## config.mk

```make
export PLATFORM = sky130hd
export DESIGN_NAME = xlat_walker
export DESIGN_NICKNAME = d
export VERILOG_FILES = /design/src/rtl/xw_pkg.sv /design/src/rtl/xw_reloc.sv /design/src/rtl/xw_l1_decode.sv /design/src/rtl/xw_l2_decode.sv /design/src/rtl/xlat_walker.sv
export SDC_FILE = /design/constraint.sdc
export NUM_CORES = 1
export LEC_CHECK = 0
export CAP_MARGIN = 20
export CORE_UTILIZATION = 50
export DETAILED_ROUTE_END_ITERATION = 8
export PLACE_DENSITY = 0.85
export SETUP_SLACK_MARGIN = 0.05
export SLEW_MARGIN = 20
export SYNTH_ARGS = -nofsm -noshare
export SYNTH_HDL_FRONTEND = slang
export SYNTH_SLANG_ARGS = --single-unit
```

## constraint.sdc

```tcl
create_clock -name clk -period 3.8 [get_ports clk]
set_input_delay 0.76 -clock clk [delete_from_list [all_inputs] [get_ports clk]]
set_output_delay 0.76 -clock clk [all_outputs]
set_load 0.1 [all_outputs]
```

## src/rtl/xw_pkg.sv

```systemverilog
package xw_pkg;
  typedef enum logic [1:0] {WS_IDLE, WS_L1, WS_L2, WS_DONE} walk_state_t;

  localparam logic [3:0] FLT_SECTION = 4'd5;
  localparam logic [3:0] FLT_PAGE    = 4'd7;

  // first-level word address: 16 KB aligned base plus VA[31:20] word index
  function automatic logic [31:0] l1_word_addr(input logic [31:0] base, input logic [31:0] va);
    return {base[31:14], va[31:20], 2'b00};
  endfunction

  // second-level word address: 1 KB aligned coarse table plus VA[19:12] word index
  function automatic logic [31:0] l2_word_addr(input logic [31:0] l1w, input logic [31:0] va);
    return {l1w[31:10], va[19:12], 2'b00};
  endfunction

  // pick one of four sub-page permission pairs at bits [11:4]
  function automatic logic [1:0] subpage_ap(input logic [31:0] w, input logic [1:0] sel);
    logic [1:0] r;
    case (sel)
      2'd0:    r = w[5:4];
      2'd1:    r = w[7:6];
      2'd2:    r = w[9:8];
      default: r = w[11:10];
    endcase
    return r;
  endfunction
endpackage

```

## src/rtl/xw_reloc.sv

```systemverilog
module xw_reloc #(
  parameter int          VA_W  = 32,
  parameter logic [31:0] LIMIT = 32'h0200_0000
) (
  input  logic [VA_W-1:0] va_in,
  input  logic [VA_W-1:0] offset,
  output logic [VA_W-1:0] va_out
);
  localparam logic [VA_W-1:0] LIM = LIMIT[VA_W-1:0];
  always_comb va_out = (va_in < LIM) ? va_in + offset : va_in;
endmodule

```

## src/rtl/xw_l1_decode.sv

```systemverilog
module xw_l1_decode
  import xw_pkg::*;
(
  input  logic [31:0] word,
  input  logic [31:0] va,
  output logic        is_fault,
  output logic        is_section,
  output logic        is_coarse,
  output logic [31:0] sec_pa,
  output logic [1:0]  sec_ap,
  output logic [3:0]  dom
);
  always_comb begin
    is_section = (word[1:0] == 2'b10);
    is_coarse  = (word[1:0] == 2'b01);
    is_fault   = !(is_section || is_coarse);
    sec_pa     = {word[31:20], va[19:0]};
    sec_ap     = word[11:10];
    dom        = word[8:5];
  end
endmodule

```

## src/rtl/xw_l2_decode.sv

```systemverilog
module xw_l2_decode
  import xw_pkg::*;
(
  input  logic [31:0] word,
  input  logic [31:0] va,
  output logic        is_fault,
  output logic [31:0] pg_pa,
  output logic [1:0]  pg_ap
);
  always_comb begin
    is_fault = 1'b0;
    pg_pa    = '0;
    pg_ap    = '0;
    case (word[1:0])
      2'b01: begin
        pg_pa = {word[31:16], va[15:0]};
        pg_ap = subpage_ap(word, va[15:14]);
      end
      2'b10: begin
        pg_pa = {word[31:12], va[11:0]};
        pg_ap = subpage_ap(word, va[11:10]);
      end
      2'b11: begin
        pg_pa = {word[31:10], va[9:0]};
        pg_ap = word[5:4];
      end
      default: is_fault = 1'b1;
    endcase
  end
endmodule

```

## src/rtl/xlat_walker.sv

```systemverilog
module xlat_walker
  import xw_pkg::*;
#(
  parameter logic [31:0] RELOC_LIMIT = 32'h0200_0000
) (
  input  logic        clk,
  input  logic        rst_n,
  input  logic        req_valid,
  input  logic [31:0] req_va,
  output logic        req_ready,
  input  logic        mmu_on,
  input  logic [31:0] ttb,
  input  logic [31:0] pid_offset,
  output logic        rd_valid,
  output logic [31:0] rd_addr,
  input  logic        rd_ready,
  input  logic [31:0] rd_data,
  output logic        done,
  output logic        fault,
  output logic [3:0]  fault_code,
  output logic [31:0] pa,
  output logic [1:0]  ap,
  output logic [3:0]  domain
);
  walk_state_t state;
  logic [31:0] va_q, l1w_q, va_rel;

  // decoder outputs
  logic        l1_flt, l1_sec, l1_crs;
  logic [31:0] l1_pa;
  logic [1:0]  l1_ap;
  logic [3:0]  l1_dom;
  logic        l2_flt;
  logic [31:0] l2_pa;
  logic [1:0]  l2_ap;

  xw_reloc #(.VA_W(32), .LIMIT(RELOC_LIMIT)) u_reloc (
    .va_in(req_va), .offset(pid_offset), .va_out(va_rel));

  xw_l1_decode u_l1 (
    .word(rd_data), .va(va_q), .is_fault(l1_flt), .is_section(l1_sec),
    .is_coarse(l1_crs), .sec_pa(l1_pa), .sec_ap(l1_ap), .dom(l1_dom));

  xw_l2_decode u_l2 (
    .word(rd_data), .va(va_q), .is_fault(l2_flt), .pg_pa(l2_pa), .pg_ap(l2_ap));

  // named events
  logic req_fire, flat_fire, l1_fire, l2_fire;
  logic l1_fault_fire, section_fire, coarse_fire;
  assign req_ready     = (state == WS_IDLE);
  assign req_fire      = req_ready && req_valid;
  assign flat_fire     = req_fire && !mmu_on;
  assign l1_fire       = (state == WS_L1) && rd_ready;
  assign l2_fire       = (state == WS_L2) && rd_ready;
  assign l1_fault_fire = l1_fire && l1_flt;
  assign section_fire  = l1_fire && l1_sec;
  assign coarse_fire   = l1_fire && l1_crs;

  assign rd_valid = (state == WS_L1) || (state == WS_L2);
  assign rd_addr  = (state == WS_L2) ? l2_word_addr(l1w_q, va_q) : l1_word_addr(ttb, va_q);
  assign done     = (state == WS_DONE);

  always_ff @(posedge clk or negedge rst_n) begin
    if (!rst_n) begin
      state      <= WS_IDLE;
      va_q       <= '0;
      l1w_q      <= '0;
      pa         <= '0;
      ap         <= '0;
      domain     <= '0;
      fault      <= 1'b0;
      fault_code <= '0;
    end else begin
      case (state)
        WS_IDLE: if (req_valid) begin
          va_q       <= va_rel;
          fault      <= 1'b0;
          fault_code <= '0;
          if (!mmu_on) begin
            pa     <= va_rel;
            ap     <= 2'b11;
            domain <= '0;
            state  <= WS_DONE;
          end else begin
            state <= WS_L1;
          end
        end
        WS_L1: if (rd_ready) begin
          l1w_q  <= rd_data;
          domain <= l1_dom;
          if (l1_flt) begin
            fault      <= 1'b1;
            fault_code <= FLT_SECTION;
            pa         <= '0;
            ap         <= '0;
            state      <= WS_DONE;
          end else if (l1_sec) begin
            pa    <= l1_pa;
            ap    <= l1_ap;
            state <= WS_DONE;
          end else begin
            state <= WS_L2;
          end
        end
        WS_L2: if (rd_ready) begin
          if (l2_flt) begin
            fault      <= 1'b1;
            fault_code <= FLT_PAGE;
            pa         <= '0;
            ap         <= '0;
          end else begin
            pa <= l2_pa;
            ap <= l2_ap;
          end
          state <= WS_DONE;
        end
        default: state <= WS_IDLE;
      endcase
    end
  end

  AST_DONE_SINGLE: assert property (@(posedge clk) disable iff (!rst_n)
    done |=> !done);
  AST_RD_HOLD: assert property (@(posedge clk) disable iff (!rst_n)
    (rd_valid && !rd_ready) |=> (rd_valid && $stable(rd_addr)));
  AST_BUSY_NO_ACCEPT: assert property (@(posedge clk) disable iff (!rst_n)
    (req_valid && !req_ready && !done) |=> !req_ready);
  AST_FLAT_DIRECT: assert property (@(posedge clk) disable iff (!rst_n)
    flat_fire |=> (done && !fault && !rd_valid && ap == 2'b11));
  AST_L1_FAULT_END: assert property (@(posedge clk) disable iff (!rst_n)
    l1_fault_fire |=> (done && fault && fault_code == FLT_SECTION));
  AST_FAULT_KIND: assert property (@(posedge clk) disable iff (!rst_n)
    (done && fault) |-> (fault_code == FLT_SECTION || fault_code == FLT_PAGE));
  AST_SECTION_OFFSET: assert property (@(posedge clk) disable iff (!rst_n)
    section_fire |=> (done && pa[19:0] == va_q[19:0]));
  AST_COARSE_NEXT: assert property (@(posedge clk) disable iff (!rst_n)
    coarse_fire |=> (rd_valid && !done && rd_addr[31:10] == $past(rd_data[31:10])));
  AST_L2_END: assert property (@(posedge clk) disable iff (!rst_n)
    l2_fire |=> done);
endmodule

```

==> results of run 1 <==
-- worst max-delay path, cell delays in order --
cell	delay (ns)
clkdlybuf4s50_1	0.44
ha_1	0.25
fa_1	0.41
a21o_1	0.22
a311oi_1	0.29
buf_4	0.17
nor3_1	0.09
o21a_1	0.25
o31ai_2	0.27
nand2_1	0.12
o31ai_1	0.39
mux2_2	0.22
-- area by class of cell --
cell class	count	area share [%]
repair buffers	235	26.07
flip-flops and latches	96	24.61
clock buffers	11	2.589
inverters	18	0.6921
multi-input cells	620	42.98
clock inverters	5	0.8075
well taps	176	2.256
-- flip-flops by register name (all words and copies together) (netlist names) --
| register | flops |
|---|---|
| fault_code | 2 |
| l1w_q | 22 |
| pa | 32 |
| va_q | 32 |
| ap | 2 |
| state | 2 |
| domain | 4 |
-- logic make-up (layout without fill, tap and decap cells) --
logic type,Yosys count,count (layout)
flip-flops,96,96
XOR/XNOR,16,16
AND/OR/NAND/NOR,237,237
other,1,3
multiplexers,76,76
buffers and inverters,73,269
AO/OA/AOI/OAI,248,248
adder cells (fa/ha/maj),40,40
-- synth_stat cells, types with 9 or more instances --
cell      instances
o21ai_0          59
dfrtp_1          96
nand4_1          10
a21o_1           16
o31ai_1          11
a31oi_1          31
nor3_1           15
ha_1             39
clkbuf_1         43
mux2_2           59
and3_1            9
a21oi_1          63
nor2_1           53
nand2_1          89
nand3_1          21
xnor2_1          11
mux2i_1          14
inv_1            18
o21a_1            9
-- layer usage --
layer  track usage [%]  up-vias  part of all wire, %
li1                  -     3285                    -
met4             12.82        0                  3.3
met1             41.18     3368                   41
met5                 0        -                    0
met3             4.454       53                  7.8
met2             52.80      346                   48
-- report_power, final --
group          switching, mW  total [mW]  internal (mW)  leakage (nW)
logic                   4.81        7.03           2.22          2.81
clock network          0.386       0.998          0.611         0.165
registers              0.319        1.85           1.54          1.16
-- how the worst max path moves through the flow --
stage / start / end / slack, ns / cells after the start
finish: req_va[0] / va_q[26]$_DFFE_PN0P_ / 0.22 / 12
global route: req_va[0] / va_q[26]$_DFFE_PN0P_ / 0.06 / 12
CTS: req_va[0] / pa[22]$_DFFE_PN0P_ / 0.23 / 13
detailed placement: req_va[0] / va_q[26]$_DFFE_PN0P_ / -0.12 / 12
global placement: req_va[0] / va_q[26]$_DFFE_PN0P_ / -0.06 / 12
floorplan: req_va[0] / pa[20]$_DFFE_PN0P_ / 0.63 / 10
-- stage by stage --
stage	instance area, sq um	hold WS, ns	setup TNS [ns]	setup WS, ns	power (mW)
floorplan	6883	0.4460	0	0.6261	6.733
global placement	9424	0.4616	-0.1195	-0.05730	8.699
detailed placement	9424	0.4717	-0.7554	-0.1219	8.832
CTS	9756	0.4501	0	0.2327	9.872
global route	9762	0.4950	0	0.05794	10.31
finish	9762	0.4450	0	0.2162	9.884
-- layout by cell type, fill, tap and decap left out, types with 7 or more instances in the layout --
cell type        count
nand4_1             10
buf_12              31
xnor2_1             11
a21o_1              16
or3_1                7
a21oi_1             63
o21a_1               9
clkbuf_16            9
clkdlybuf4s50_1    157
mux2_2              59
ha_1                39
buf_4               47
dfrtp_1             96
o31ai_1             11
nand3_1             21
a22oi_1              7
and3_1               9
o21ai_0             59
nor2_1              53
a31oi_1             31
mux2i_1             14
inv_1               18
nand2_1             88
nor3_1              14
-- repair_timing --
| item | 4_1_cts | 5_1_grt |
|---|---|---|
| hold endpoints to repair | 0 | 0 |
| buffers inserted | 0 | 0 |
| resized for setup | 0 | 1 |
| setup endpoints to repair | 0 | 3 |
==> results.md, run 1 <==
- Outcome: completed
- Worst-Skew Late Latency: 0.35 ns
- Post-synth ARST share: 100.0%
- CTS Buffer Depth: 2
- Drt wl/cell: 18.84 um
- Worst EP required: 4.08 ns
- Worst slew pin tran: 1.048 ns
- Final Util: 73.13%
- CP Max Fanout: 3
- Final Cycle Share: 94.31%
- Core area: 13350 sq um
- Clock skew: 0.004753 ns
- Static leakage: 4.134 nW
- Avg Cell Area, Syn: 8.736 sq um
- FF-to-FF Start: state[0]$_DFFE_PN0P_
- Largest family of logic cells by synthesized area: compound AO/OA/AOI/OAI gates
- Diodes inserted: 0
- First-pass GRT wire length: 35060 um
- Final net count: 1153
- Placed wire-length estimate: 16830 um
- Data arrival time of the critical path: 3.87 ns
- Pre-antenna DRT Iters: 6
- CTS root buf: clkbuf_16
- RD Place Congestion: 0.9209
- RR Endpoint: pa[28]$_DFFE_PN0P_
- TritonCTS Buffers: 9
- Via count: 7052
- DP Cell Count: 1145
- Yosys warns: 0
- CTS clk-pin slew, worst paths: 0.06 ns
- Mux cell area share after synthesis: 12.68%
- Max-slew violations: 0
- CTS tree: yes
- Filler instances: 1005
- Register area: 2402 sq um
- Synth area leaders: dfrtp_1 (35%), mux2_2 (9.7%), ha_1 (7.1%)
- Hold-fix buffers, CTS: 0
- Sequential-to-total area share from yosys stat: 34.94%
- Final Hold Vio Count: 0
- Compound-Gate Fraction of Synth Area: 22.53%
- Die X: 119.3 um
- Number of global-route vias before repair: 6867
- Max cap viols: 0
- Synthesis-to-layout area growth: 41.98%
- Final wirelength: 21870 um
- Top_reg_cell synth: dfrtp_1
- Hold Path Class: in2async
- Slew Limit Headroom: 29.95%
- Worst VDD drop: 0.0005446 V
- Vias per cell: 6.074
- Clock sink count: 96
- Synth cell types: 64
- Largest net degree at the start of global routing: 50
- Total global routing overflow: 0
- Synthesized flop and latch total: 96
- Flop2flop setup slack: 0.99 ns
- Multi-input logic area: 4195 sq um
- Critical path class: in2reg
- Cell Area, Synth: 6875 sq um
- Crit path launch type: primary input
- Setup violators final: 0
- RSZ-0062 raised after global routing: no
- Post-synth EDFFs: 0
- Final Critical Period: 3.584 ns
- Synth top area share: 34.94%
- Num ports: 211
- Antenna violations before repair: 0
- Adder-cell share of the synthesized area: 7.389%
- Worst R2R Path Depth: 11
- Row count: 42
- Syn Inst Count: 787
- Die ar.: 14220 sq um
- Die H: 119.3 um
- IO buf count: 191
- DRT antenna net count: 0
- Post-synthesis xor/xnor area fraction: 2.038%
- Total global-route track usage: 31.64%
- Dominant cell type by area after synthesis: dfrtp_1
- Remaining DRCs: 0
- Initial DRC Count: 699
- Fraction of the mapped netlist area in simple logic gates: 16.05%
- Crit. End Element: register
- Pwr dens: 1013 nW/um^2
- Layout cells sized above 1: 16.85%
- Max frequency: 0.2790 GHz
- Htree depth: 3
- Fin cells: 1161
- Initial Util: 51.51%
Power figures use the tool's default switching activity.
==> run 2: changes to the inputs <==
- ABC_AREA: not set -> 1
- PLACE_DENSITY: 0.85 -> 0.83
- RECOVER_POWER: not set -> 50
==> results.md, run 2 <==
- Outcome: finished with violations (was completed)
- Failing checks: max-capacitance violations, max-slew violations
- Crit. End Element: register (unchanged)
- Hold-fix buffers, CTS: 0 (unchanged)
- Initial Util: 51.13% (was 51.51%)
- Synth top area share: 32.33% (was 34.94%)
- Register area: 2402 sq um (unchanged)
- Worst path top cell family by delay: buffers and inverters (was compound AO/OA/AOI/OAI gates)
- Final Hold Vio Count: 0 (unchanged)
- Met1 Usage GRT: 40.95% (was 41.18%)
- Max cap viols: 1 (was 0)
- Row count: 44 (was 42)
- Yosys warns: 0 (unchanged)
- Remaining DRCs: 0 (unchanged)
- Worst EP required: 4.09 ns (was 4.08 ns)
- Placed wire-length estimate: 17790 um (was 16830 um)
- Hold Path Class: reg2reg (was in2async)
- Worst R2R Path Depth: 6 (was 11)
- Cell area after layout: 10000 sq um (was 9762 sq um)
- Compound-Gate Fraction of Synth Area: 13.76% (was 22.53%)
- Num ports: 211 (unchanged)
- Clock skew: 0.007869 ns (was 0.004753 ns)
- Most used routing layer in global routing: met2 (unchanged)
- Largest family of logic cells by synthesized area: simple AND/OR/NAND/NOR gates (was compound AO/OA/AOI/OAI gates)
- Postcts setup bufs: 0 (unchanged)
- Pwr dens: 986.9 nW/um^2 (was 1013 nW/um^2)
- Vias per cell: 5.364 (was 6.074)
- Cell Area, Synth: 7431 sq um (was 6875 sq um)
- Top_reg_cell synth: dfrtp_1 (unchanged)
- Final net count: 1483 (was 1153)
- Mux cell area share after synthesis: 2.829% (was 12.68%)
- Slowest cell on crit path: dlygate4sd3_1 (was clkdlybuf4s50_1)
- GR Layer Usage met3: 4.167% (was 4.454%)
- Synth cell types: 45 (was 64)
- Cts repair resizes: 0 (unchanged)
- Syn Inst Count: 1135 (was 787)
- Multi-input logic area: 4192 sq um (was 4195 sq um)
- Die ar.: 15350 sq um (was 14220 sq um)
- CTS Buffer Depth: 2 (unchanged)
- Antenna violations before repair: 0 (unchanged)
- Critical path class: in2reg (unchanged)
- Setup violators final: 0 (unchanged)
- Buf/Inv on CP: 5 (was 2)
- Max frequency: 0.3282 GHz (was 0.2790 GHz)
- Htree depth: 3 (unchanged)
- IO buf count: 191 (unchanged)
- Synth area leaders: dfrtp_1 (32%), nand2_1 (21%), inv_1 (8.1%) (was dfrtp_1 (35%), mux2_2 (9.7%), ha_1 (7.1%))
- Crit path launch type: primary input (unchanged)
- Total global-route track usage: 30.78% (was 31.64%)
- RR Endpoint: pa[20]$_DFFE_PN0P_ (was pa[28]$_DFFE_PN0P_)
- Initial DRC Count: 563 (was 699)
- Worst VDD drop: 0.0006245 V (was 0.0005446 V)
- Diodes inserted: 0 (unchanged)
- Core area: 14530 sq um (was 13350 sq um)
- Adder-cell share of the synthesized area: 6.836% (was 7.389%)
- CTS tree: yes (unchanged)
- Post-synthesis xor/xnor area fraction: 2.004% (was 2.038%)
- Slew Limit Headroom: -11.22% (was 29.95%)
- Fraction of the mapped netlist area in simple logic gates: 30.88% (was 16.05%)
- Via count: 8035 (was 7052)
- Data arrival time of the critical path: 3.33 ns (was 3.87 ns)
- Post-synth EDFFs: 0 (unchanged)
- CTS clk-pin slew, worst paths: 0.06 ns (about the same)
- RSZ-0062 raised after global routing: no (unchanged)
- Static leakage: 5.063 nW (was 4.134 nW)
- Drt wl/cell: 15.17 um (was 18.84 um)
- Layout cells sized above 1: 6.697% (was 16.85%)
- First-pass GRT wire length: 36310 um (was 35060 um)
- WHS Path Cells: 2
- Avg Cell Area, Syn: 6.547 sq um (was 8.736 sq um)
- Most frequent cells in the layout: nand2_1 (409), inv_1 (160), clkdlybuf4s50_1 (156) (was clkdlybuf4s50_1 (157), dfrtp_1 (96), nand2_1 (88))
- Total global routing overflow: 0 (unchanged)
- Largest registers: pa: 32 flops, va_q: 32 flops, l1w_q: 22 flops (unchanged)
- Worst-Skew Late Latency: 0.35 ns (about the same)
- Worst slew pin tran: 1.668 ns (was 1.048 ns)
- CTS root buf: clkbuf_16 (unchanged)
- Clock sink count: 96 (unchanged)
- RD Place Congestion: 1.023 (was 0.9209)
- FF-to-FF Start: state[1]$_DFFE_PN0P_ (was state[0]$_DFFE_PN0P_)
- Flop2flop setup slack: 1.01 ns (was 0.99 ns)
- Setup TNS: 0 ns (unchanged)
- Post-synth ARST share: 100.0% (unchanged)
- Most common cell in the synthesized netlist: nand2_1 (was dfrtp_1)
- Die X: 123.9 um (was 119.3 um)
- Crit-path cells: dlygate4sd3_1, inv_1, ha_1, nor2_4, inv_1, a21oi_2, nor2_1, inv_1, buf_4, nand3_1, o211ai_1, o21a_1 (was clkdlybuf4s50_1, ha_1, fa_1, a21o_1, a311oi_1, buf_4, nor3_1, o21a_1, o31ai_2, nand2_1, o31ai_1, mux2_2)
- Pre-antenna DRT Iters: 5 (was 6)
- Number of global-route vias before repair: 7439 (was 6867)
- DRT antenna net count: 0 (unchanged)
- CP peak stage delay: 0.60 ns (was 0.44 ns)
- Sequential-to-total area share from yosys stat: 32.33% (was 34.94%)
- Synthesized flop and latch total: 96 (unchanged)
- Dominant cell type by area after synthesis: dfrtp_1 (unchanged)
- Max-slew violations: 33 (was 0)
- WHS: 0.4793 ns (was 0.4450 ns)
- Synthesis-to-layout area growth: 34.60% (was 41.98%)
- Largest net degree at the start of global routing: 42 (was 50)
- Die H: 123.9 um (was 119.3 um)
- Final Cycle Share: 80.19% (was 94.31%)
- Hold Path End: va_q[8]$_DFFE_PN0P_
- Final Critical Period: 3.047 ns (was 3.584 ns)
- Total power: 9.871 mW (was 9.884 mW)
- CP Max Fanout: 13 (was 3)
- TritonCTS Buffers: 9 (unchanged)
- Hold Crit Start: va_q[8]$_DFFE_PN0P_
- Final Util: 68.82% (was 73.13%)
- GR Util met2: 50.73% (was 52.80%)
- Most common cell after layout, fill and taps aside: nand2_1 (was clkdlybuf4s50_1)
- Most used cell, CP: inv_1
- Filler instances: 1251 (was 1005)
- Final wirelength: 22730 um (was 21870 um)
- Post-DP Area: 9718 sq um (was 9424 sq um)
- Top post-synthesis cells by count: nand2_1 (409), inv_1 (160), dfrtp_1 (96) (was dfrtp_1 (96), nand2_1 (89), a21oi_1 (63))
-- run 2: cell types whose count changed after synthesis, moves of 10 or more --
cell,delta
a21oi_1,-17
mux2i_1,-11
mux2_2,-43
nand3_1,+47
nor3_1,-11
nor2_1,+23
nand2_1,+320
clkbuf_1,-19
inv_1,+142
a21o_1,-15
o31ai_1,-10
-- run 2: logic make-up after synthesis --
kind of cell             count (synthesis)
AO/OA/AOI/OAI                          181
XOR/XNOR                                17
adder cells (fa/ha/maj)                 40
buffers and inverters                  207
flip-flops                              96
multiplexers                            19
other                                    1
AND/OR/NAND/NOR                        574
-- run 2: metrics by stage --
step	setup WS, ns	instances
after floorplan	-0.007920	1137
after global placement	0.5781	1483
after detailed placement	0.5078	1483
after CTS	0.8469	1498
after global routing	0.5687	1498
final	0.7528	1498
-- run 2: power breakdown --
part | leakage (nW) | switching, mW | total (mW) | internal, mW
combinational | 3.74 | 5.13 | 7.09 | 1.97
sequential | 1.17 | 0.305 | 1.84 | 1.54
clock | 0.154 | 0.377 | 0.935 | 0.558
-- run 2: worst max path at each step --
stage | cells past startpoint | endpoint | startpoint
2_1_floorplan | 5 | rd_addr[10] | state[0]$_DFFE_PN0P_
3_3_place_gp | 13 | va_q[14]$_DFFE_PN0P_ | req_va[0]
3_5_place_dp | 12 | pa[3]$_DFFE_PN0P_ | rd_data[0]
4_1_cts | 12 | pa[3]$_DFFE_PN0P_ | rd_data[0]
5_1_grt | 16 | pa[30]$_DFFE_PN0P_ | req_va[0]
6_report | 12 | pa[3]$_DFFE_PN0P_ | rd_data[1]
-- run 2: area by class of cell --
| cell class | count | share of cell area, % |
|---|---|---|
| Multi-Input combinational cell | 834 | 41.91 |
| Sequential cell | 96 | 24.02 |
| Timing Repair Buffer | 205 | 22.55 |
| Inverter | 164 | 6.155 |
| Clock buffer | 12 | 2.665 |
| Tap cell | 184 | 2.302 |
| Clock inverter | 3 | 0.4003 |
-- run 2: layer usage --
metal / wire (um) / part of all wire (%)
met1: 9875 / 43
met2: 10560 / 46
met3: 1687 / 7.4
met4: 607 / 2.7
met5: 0 / 0
-- run 2: worst register-to-register path: stages (launching register included) --
cell and delay (ns):
dfrtp_1 0.38, inv_1 0.09, ha_1 0.32, buf_4 0.41, clkinv_1 0.83, o211ai_1 0.50, a21oi_1 0.11
